**src/rtl/fpoll_pkg.sv**
```systemverilog
package fpoll_pkg;
   typedef enum logic [1:0] {
      PS_IDLE  = 2'd0,
      PS_POLL  = 2'd1,
      PS_CLR_A = 2'd2,
      PS_CLR_B = 2'd3
   } poll_state_t;
endpackage

```
**src/rtl/fpoll_verdict.sv**
```systemverilog
module fpoll_verdict #(
   parameter int DATA_W         = 8,
   parameter int TOGGLE_BIT     = 6,
   parameter int POLL_BIT       = 7,
   parameter bit PROG_BOTH_BITS = 1'b1
) (
   input  logic [DATA_W-1:0] rd_byte,
   input  logic [DATA_W-1:0] exp_byte,
   input  logic              is_erase,
   input  logic              have_prev,
   input  logic              prev_toggle,
   output logic              settled,
   output logic              good
);
   localparam logic [DATA_W-1:0] POLL_MASK   = DATA_W'(1) << POLL_BIT;
   localparam logic [DATA_W-1:0] TOGGLE_MASK = DATA_W'(1) << TOGGLE_BIT;

   logic [DATA_W-1:0] prog_mask;
   logic              cur_toggle;

   generate
      if (PROG_BOTH_BITS) begin : g_both
         assign prog_mask = POLL_MASK | TOGGLE_MASK;
      end else begin : g_poll_only
         assign prog_mask = POLL_MASK;
      end
   endgenerate

   assign cur_toggle = |(rd_byte & TOGGLE_MASK);
   assign settled    = have_prev && (cur_toggle == prev_toggle);

   always_comb begin
      if (is_erase) good = ((rd_byte & POLL_MASK) == POLL_MASK);
      else          good = (((rd_byte ^ exp_byte) & prog_mask) == '0);
   end
endmodule

```
**src/rtl/fpoll_watchdog.sv**
```systemverilog
module fpoll_watchdog #(
   parameter int CNT_W = 16
) (
   input  logic             clk,
   input  logic             rst_n,
   input  logic             clr,
   input  logic             en,
   input  logic [CNT_W-1:0] limit,
   output logic             expired
);
   localparam logic [CNT_W-1:0] STEP = CNT_W'(1);

   logic [CNT_W-1:0] cnt_q;

   assign expired = (cnt_q >= limit);

   always_ff @(posedge clk or negedge rst_n) begin
      if (!rst_n)               cnt_q <= '0;
      else if (clr)             cnt_q <= '0;
      else if (en && !expired)  cnt_q <= cnt_q + STEP;
   end
endmodule

```
**src/rtl/fpoll_seq.sv**
```systemverilog
module fpoll_seq
   import fpoll_pkg::*;
#(
   parameter int DATA_W     = 8,
   parameter int TOGGLE_BIT = 6
) (
   input  logic              clk,
   input  logic              rst_n,
   input  logic              start,
   input  logic              op_erase,
   input  logic [DATA_W-1:0] exp_data,
   input  logic              rd_ack,
   input  logic [DATA_W-1:0] rd_data,
   input  logic              wr_ack,
   input  logic              settled,
   input  logic              good,
   input  logic              expired,
   output logic              is_erase,
   output logic [DATA_W-1:0] exp_byte,
   output logic              have_prev,
   output logic              prev_toggle,
   output logic              cnt_clr,
   output logic              cnt_en,
   output logic              rd_req,
   output logic              wr_req,
   output logic              busy,
   output logic              done,
   output logic              pass,
   output logic              fail
);
   poll_state_t st_q;

   always_ff @(posedge clk or negedge rst_n) begin
      if (!rst_n) begin
         st_q        <= PS_IDLE;
         is_erase    <= 1'b0;
         exp_byte    <= '0;
         have_prev   <= 1'b0;
         prev_toggle <= 1'b0;
         done        <= 1'b0;
         pass        <= 1'b0;
         fail        <= 1'b0;
      end else begin
         done <= 1'b0;
         pass <= 1'b0;
         fail <= 1'b0;
         case (st_q)
            PS_IDLE: begin
               if (start) begin
                  is_erase  <= op_erase;
                  exp_byte  <= exp_data;
                  have_prev <= 1'b0;
                  st_q      <= PS_POLL;
               end
            end
            PS_POLL: begin
               if (rd_ack && settled) begin
                  if (good) begin
                     done <= 1'b1;
                     pass <= 1'b1;
                     st_q <= PS_IDLE;
                  end else begin
                     st_q <= PS_CLR_A;
                  end
               end else if (expired) begin
                  st_q <= PS_CLR_A;
               end else if (rd_ack) begin
                  prev_toggle <= rd_data[TOGGLE_BIT];
                  have_prev   <= 1'b1;
               end
            end
            PS_CLR_A: begin
               if (wr_ack) st_q <= PS_CLR_B;
            end
            PS_CLR_B: begin
               if (wr_ack) begin
                  done <= 1'b1;
                  fail <= 1'b1;
                  st_q <= PS_IDLE;
               end
            end
            default: st_q <= PS_IDLE;
         endcase
      end
   end

   assign rd_req  = (st_q == PS_POLL);
   assign wr_req  = (st_q == PS_CLR_A) || (st_q == PS_CLR_B);
   assign busy    = (st_q != PS_IDLE);
   assign cnt_clr = (st_q == PS_IDLE);
   assign cnt_en  = (st_q == PS_POLL);
endmodule

```
**src/rtl/fpoll_top.sv**
```systemverilog
module fpoll_top #(
   parameter int DATA_W         = 8,
   parameter int CNT_W          = 16,
   parameter int TOGGLE_BIT     = 6,
   parameter int POLL_BIT       = 7,
   parameter bit PROG_BOTH_BITS = 1'b1
) (
   input  logic              clk,
   input  logic              rst_n,
   input  logic              start,
   input  logic              op_erase,
   input  logic [DATA_W-1:0] exp_data,
   input  logic [CNT_W-1:0]  timeout_limit,
   output logic              rd_req,
   input  logic              rd_ack,
   input  logic [DATA_W-1:0] rd_data,
   output logic              wr_req,
   output logic [DATA_W-1:0] wr_data,
   input  logic              wr_ack,
   output logic              busy,
   output logic              done,
   output logic              pass,
   output logic              fail
);
   generate
      if (DATA_W < 2)                     $error("DATA_W must hold both status bits");
      if (TOGGLE_BIT >= DATA_W)           $error("TOGGLE_BIT outside data width");
      if (POLL_BIT >= DATA_W)             $error("POLL_BIT outside data width");
      if (TOGGLE_BIT == POLL_BIT)         $error("status bits must differ");
      if (CNT_W < 1)                      $error("CNT_W must be positive");
   endgenerate

   logic              is_erase;
   logic [DATA_W-1:0] exp_byte;
   logic              have_prev;
   logic              prev_toggle;
   logic              settled;
   logic              good;
   logic              cnt_clr;
   logic              cnt_en;
   logic              expired;

   assign wr_data = '1;

   fpoll_seq #(.DATA_W(DATA_W), .TOGGLE_BIT(TOGGLE_BIT)) u_seq (
      .clk(clk), .rst_n(rst_n), .start(start), .op_erase(op_erase),
      .exp_data(exp_data), .rd_ack(rd_ack), .rd_data(rd_data), .wr_ack(wr_ack),
      .settled(settled), .good(good), .expired(expired),
      .is_erase(is_erase), .exp_byte(exp_byte), .have_prev(have_prev),
      .prev_toggle(prev_toggle), .cnt_clr(cnt_clr), .cnt_en(cnt_en),
      .rd_req(rd_req), .wr_req(wr_req), .busy(busy),
      .done(done), .pass(pass), .fail(fail)
   );

   fpoll_verdict #(
      .DATA_W(DATA_W), .TOGGLE_BIT(TOGGLE_BIT), .POLL_BIT(POLL_BIT),
      .PROG_BOTH_BITS(PROG_BOTH_BITS)
   ) u_verdict (
      .rd_byte(rd_data), .exp_byte(exp_byte), .is_erase(is_erase),
      .have_prev(have_prev), .prev_toggle(prev_toggle),
      .settled(settled), .good(good)
   );

   fpoll_watchdog #(.CNT_W(CNT_W)) u_wd (
      .clk(clk), .rst_n(rst_n), .clr(cnt_clr), .en(cnt_en),
      .limit(timeout_limit), .expired(expired)
   );
endmodule

```
**config.mk**
```make
export PLATFORM = sky130hd
export DESIGN_NAME = fpoll_top
export DESIGN_NICKNAME = d
export VERILOG_FILES = /design/src/rtl/fpoll_pkg.sv /design/src/rtl/fpoll_verdict.sv /design/src/rtl/fpoll_watchdog.sv /design/src/rtl/fpoll_seq.sv /design/src/rtl/fpoll_top.sv
export SDC_FILE = /design/constraint.sdc
export NUM_CORES = 1
export LEC_CHECK = 0
export CORE_ASPECT_RATIO = 0.6
export CORE_UTILIZATION = 30
export CTS_CLUSTER_DIAMETER = 40
export DETAILED_ROUTE_END_ITERATION = 6
export DONT_BUFFER_PORTS = 1
export REMOVE_ABC_BUFFERS = 1
export SYNTH_ARGS = -nofsm -noshare
export SYNTH_HDL_FRONTEND = slang
export SYNTH_HIERARCHICAL = 1
export SYNTH_SLANG_ARGS = --single-unit
export TNS_END_PERCENT = 30
```
**constraint.sdc**
```tcl
create_clock -name clk -period 6.45 [get_ports clk]
set_input_delay 1.29 -clock clk [delete_from_list [all_inputs] [get_ports clk]]
set_output_delay 1.29 -clock clk [all_outputs]
set_load 0.1 [all_outputs]
```
==> results of run 1 <==
==> flip-flops by register name, summed over array words and instances, names as in the netlist, named ones only <==
name and count:
u_seq/have_prev 1, u_seq/fail 1, u_seq/is_erase 1, u_seq/done 1, u_seq/pass 1, u_seq/prev_toggle 1
u_wd/cnt_q 16, u_seq/exp_byte 2, u_seq/st_q 1
==> layer usage <==
metal | vias to the layer above | track usage, % | share of wire (%)
li1 | 689 | - | -
met1 | 619 | 18.42 | 57
met2 | 33 | 16.00 | 36
met3 | 5 | 3.727 | 5.7
met4 | 0 | 2.143 | 0.57
met5 | - | 0 | 0
==> worst register-to-register path, stage by stage (launching register included) <==
cell and delay [ns]:
dfrtp_1 0.80, and2b_2 0.88, o2111ai_2 0.47, or4_1 0.58, a21oi_1 0.15
==> path summary, 6_finish.rpt <==
| kind | startpoint | endpoint | slack (ns) | cells past startpoint |
|---|---|---|---|---|
| max in group asynchronous | rst_n | u_wd/cnt_q[9] | 5.67 | 0 |
| setup reg to reg | flip-flop | u_wd/cnt_q[9] | 3.49 | 4 |
| hold reg to reg | u_seq/prev_toggle | u_seq/prev_toggle | 0.53 | 1 |
| min in group asynchronous | rst_n | u_seq/prev_toggle | 0.70 | 0 |
| hold / removal | u_seq/prev_toggle | u_seq/prev_toggle | 0.53 | 1 |
| setup / recovery | flip-flop | busy | 2.61 | 2 |
==> cell usage in the layout, fill, tap and decap left out, types with 2 or more instances in the layout <==
master	n
inv_1	24
nand4_1	4
nor2_1	7
ha_1	17
nand3_1	8
o2111ai_2	2
and4_1	2
o21ai_0	11
or4_1	6
mux2i_1	2
nor3_1	2
nand2_1	9
o31ai_1	6
dfrtp_1	26
mux2_4	3
clkbuf_8	3
or3_1	9
conb_1	8
a21oi_1	20
xnor2_1	3
==> final cells by class <==
type	count	area share [%]
clock buffer	3	2.147
inverter	24	4.684
multi-input combinational	141	54.13
sequential	26	33.83
tap	80	5.205
==> metrics by stage <==
step | worst slack, ns | instances | instance area [sq um] | hold WS (ns) | util [%]
2_1_floorplan | 3.190 | 191 | 1782 | 0.4923 | -
3_3_place_gp | 2.902 | 271 | 1882 | 0.5095 | 32.41
3_5_place_dp | 2.863 | 271 | 1882 | 0.5169 | 32.41
4_1_cts | 2.557 | 274 | 1923 | 0.5388 | 33.12
5_1_grt | 2.471 | 274 | 1923 | 0.5641 | 33.12
6_report | 2.615 | 274 | 1923 | 0.5349 | 33.12
==> power groups by stage <==
| stage | clock, mW | combinational [mW] | sequential (mW) |
|---|---|---|---|
| after floorplan | 0 | 0.248 | 0.267 |
| after global placement | 0 | 0.284 | 0.277 |
| after detailed placement | 0 | 0.288 | 0.277 |
| after CTS | 0.0975 | 0.289 | 0.274 |
| after global routing | 0.108 | 0.312 | 0.280 |
| final | 0.0915 | 0.285 | 0.274 |
==> results.toml, run 1 <==
[finish]
multi_input_area_sq_mm = 0.001041
area_growth_pct = 2.398
final.fill_count = 613
drive_gt1_share_pct = 11.34
nNetsFinal = 251
antenna_cells = 0
regArea_sq_um = 650.6

[floorplan]
start_util_pct = 32.34
fp.dieW_um = 104.1
die_area_sq_mm = 0.006591
die_h_um = 63.29
rows = 21
io_pins = 52
core-area_sq_mm = 0.005807

[clocking]
cts_resized = 0
clk_pin_slew_ns = 0.09
clock_path_buffers = 2
cts_max_level = 1
cts_hold_buf = 0
post-cts-setup-buffers = 0
cts_made_buffers = 3
cts_tree = "yes"
clock_latency_ns = 0.27
cts_root_buf = "clkbuf_8"
cts.sinks = 26

[sta]
worstMarginPinSlew_ns = 1.055
finalClockSkew_ns = 0.003506
min_period_ns = 3.835
rsz0062_at_grt = "false"
slew_violations = 0
tns_ns = 0
finalHoldViolations = 0
fmax_ghz = 0.2607
setup_viol = 0
slew_headroom_pct = 29.68
fin_crit_sh_pct = 59.46

[grt]
grt_use_total_pct = 11.97
grt_max_degree = 27
grt_pass1_vias = 1216
antenna_found_initial = 0
grt_overflow = 0
grt_pass1_wl_mm = 6.203

[yosys]
syn-cell-area_sq_mm = 0.001878
ys.warnings.count = 6
syn_area_per_cell_sq_um = 9.437
netlist_instances = 199

[route]
drt.antenna.violating_nets = 0
drt_iter0_markers = 40
routed_wirelength_mm = 3.681
avgRoutedWirePerCell_um = 13.43
vias = 1346
drtPass1Iterations = 4
via_per_inst = 4.912
drc = 0

[pwr]
swShare_pct = 48.70
report.power.total_uw = 650.4
p_clk_share_pct = 14.1
p_seq_share_pct = 42.1
ir_drop_mv = 0.2121
power.switching_uw = 316.8
power_density_mw_per_mm2 = 338.2
internal_power_uw = 333.6
power_frac_comb_pct = 43.8
p_leak_nw = 0.8552

[worst_setup_path]
max_stage_delay_ns = 0.83
required_ns = 5.16
critPathKind = "reg2out"
critical_path.max_fanout = 18
end_kind = "primary output"
cp_data_arrival_time_ns = 2.55
crit_path_cell_trace = "nor2_2 > inv_1"
crit_path_start_kind = "flip-flop"
crit_family = "simple AND/OR/NAND/NOR gates"
critPathSlowestCell = "nor2_2"
path_buf_inv = 1

[run]
maxCapViolCount = 0

[place]
place_hpwl_mm = 2.865
numPortBuffers = 0
place_congestion = 0.7461

[hold_path]
hold_path.class = "reg2reg"

[status]
status = "complete, no violations"
Power figures use the tool's default switching activity.
==> inputs of run 2 (changes only) <==
clock period = 3.3 ns   (was 6.45 ns; I/O delays follow)
==> run 2 against run 1 <==
  * Clock power grew 130%
  * First-iteration DRC count shrank 18%
  * Via count grew 1.5%
  * Sequential share of layout area shrank 0.75 points
  * Cell area grew 2.3%
  * Global-route usage grew 1.1 points
  * Flip-flop and latch count is the same
  * Routed wire length grew 3.3%
  * Clock skew grew 0.0043 ns
==> results.toml, run 2 (synthesis results as in run 1) <==
[sta]
slew_violations = 0
slew_headroom_pct = 42.13
worstMarginPinSlew_ns = 0.8686
rsz0062_at_grt = "false"
setup_viol = 0
min_period_ns = 2.739
tns_ns = 0
finalHoldViolations = 0
holdWs_ns = 0.06232
fmax_ghz = 0.3651
fin_crit_sh_pct = 82.99
finalClockSkew_ns = 0.007842

[route]
vias = 1366
avgRoutedWirePerCell_um = 13.62
via_per_inst = 4.896
drt.antenna.violating_nets = 0
drc = 0
routed_wirelength_mm = 3.801
drt_iter0_markers = 33
drtPass1Iterations = 4

[place]
numPortBuffers = 0
place_congestion = 0.7310
place_hpwl_mm = 2.905
dp_cells = 275

[grt]
grt_pass1_vias = 1371
grt_pass1_wl_mm = 6.810
antenna_found_initial = 0
grt_overflow = 0
grt_use_total_pct = 13.02
grt_max_degree = 27

[worst_setup_path]
critical_path.max_fanout = 14
critPathKind = "reg2reg"
crit_family = "compound AO/OA/AOI/OAI gates"
critPathSlowestCell = "or4_1"
reg2reg_setup_slack_ns = 0.56
cp-startpoint = "u_wd/cnt_q[0]"
path_buf_inv = 1
crit_path_start_kind = "flip-flop"
max_stage_delay_ns = 0.58
required_ns = 3.50
crit_path_cell_trace = "inv_1 > ha_1 > nand2b_4 > a2111oi_4 > o221a_2 > o2111ai_2 > or4_1 > a21oi_1"
cp_data_arrival_time_ns = 2.94
r2r_start = "u_wd/cnt_q[0]"
end_kind = "flip-flop"

[pwr]
ir_drop_mv = 0.5124
p_seq_share_pct = 36.3
power_density_mw_per_mm2 = 686.6
power.switching_uw = 638.4
power_frac_comb_pct = 47.9
p_leak_nw = 0.8821
p_clk_share_pct = 15.8
swShare_pct = 47.27
internal_power_uw = 712.1

[clocking]
clk_pin_slew_ns = 0.10
clock_latency_ns = 0.28
post-cts-setup-buffers = 0
cts_root_buf = "clkbuf_8"
cts.sinks = 26
cts_hold_buf = 0
cts_made_buffers = 3
cts_tree = "yes"
cts_max_level = 1
clock_path_buffers = 2
cts_resized = 0

[floorplan]
core-area_sq_mm = 0.005807
die_area_sq_mm = 0.006591
rows = 21
die_h_um = 63.29
fp.dieW_um = 104.1
start_util_pct = 32.34
io_pins = 52

[finish]
final.fill_count = 630
reg_top3 = "u_wd/cnt_q (16), u_seq/exp_byte (2)"
antenna_cells = 0
largest_reg_flops = 16
layout_common_cells = "26 x dfrtp_1, 24 x inv_1, 20 x a21oi_1, 17 x ha_1, 11 x o21ai_0"
multi_input_area_sq_mm = 0.001041
top_register = "u_wd/cnt_q"
regArea_sq_um = 650.6
final_common_cell = "dfrtp_1"
area_growth_pct = 4.730
drive_gt1_share_pct = 13.57
nNetsFinal = 255
fin_cells = 279

[hold_path]
hold_path.class = "in2async"

[run]
maxCapViolCount = 0

[status]
status = "complete, no violations"
-- run 2: metal layers --
metal | wire [um] | vias to the layer above | global-route usage (%)
met4 | 0 | 0 | 1.607
met2 | 1483 | 27 | 18.58
met5 | 0 | - | 0
li1 | - | 696 | -
met1 | 2138 | 643 | 19.58
met3 | 180 | 0 | 3.727
-- run 2: worst reg2reg max path, delay by kind of cell (launching register included) --
kind / cells / cell delay (ns)
compound gates: 4 / 1.12
simple gates: 2 / 0.73
buf+inv: 1 / 0.09
flops: 1 / 0.44
fa+ha+maj: 1 / 0.28
-- run 2: metrics by stage --
step | utilization, % | setup slack [ns] | total power [mW] | area [sq um]
after floorplan | - | 0.6450 | 1.007 | 1782
after global routing | 33.87 | 0.3012 | 1.450 | 1967
after detailed placement | 32.92 | 0.4395 | 1.146 | 1912
final | 33.87 | 0.5613 | 1.350 | 1967
after CTS | 33.87 | 0.5403 | 1.365 | 1967
after global placement | 32.92 | 0.4664 | 1.137 | 1912
-- run 2: power groups by stage --
stage	Combinational (mW)	Sequential [mW]	Clock (mW)
after floorplan	0.486	0.521	0
after global placement	0.640	0.496	0
after detailed placement	0.648	0.497	0
after CTS	0.651	0.492	0.223
after global routing	0.709	0.502	0.238
final	0.647	0.490	0.213
-- run 2: cell type report --
type	count	share of cell area, %
clock buffer	4	2.799
inverter	24	4.580
multi-input combinational	141	52.93
sequential	26	33.08
tap	80	5.089
timing repair buffer	4	1.527
-- run 2: final timing paths --
path,endpoint,depth (start not counted)
max,u_wd/cnt_q[9],8
min,u_seq/prev_toggle,0
max reg2reg,u_wd/cnt_q[9],8
min reg2reg,u_seq/prev_toggle,1
max in group asynchronous,u_wd/cnt_q[11],0
min in group clk,u_seq/is_erase,1
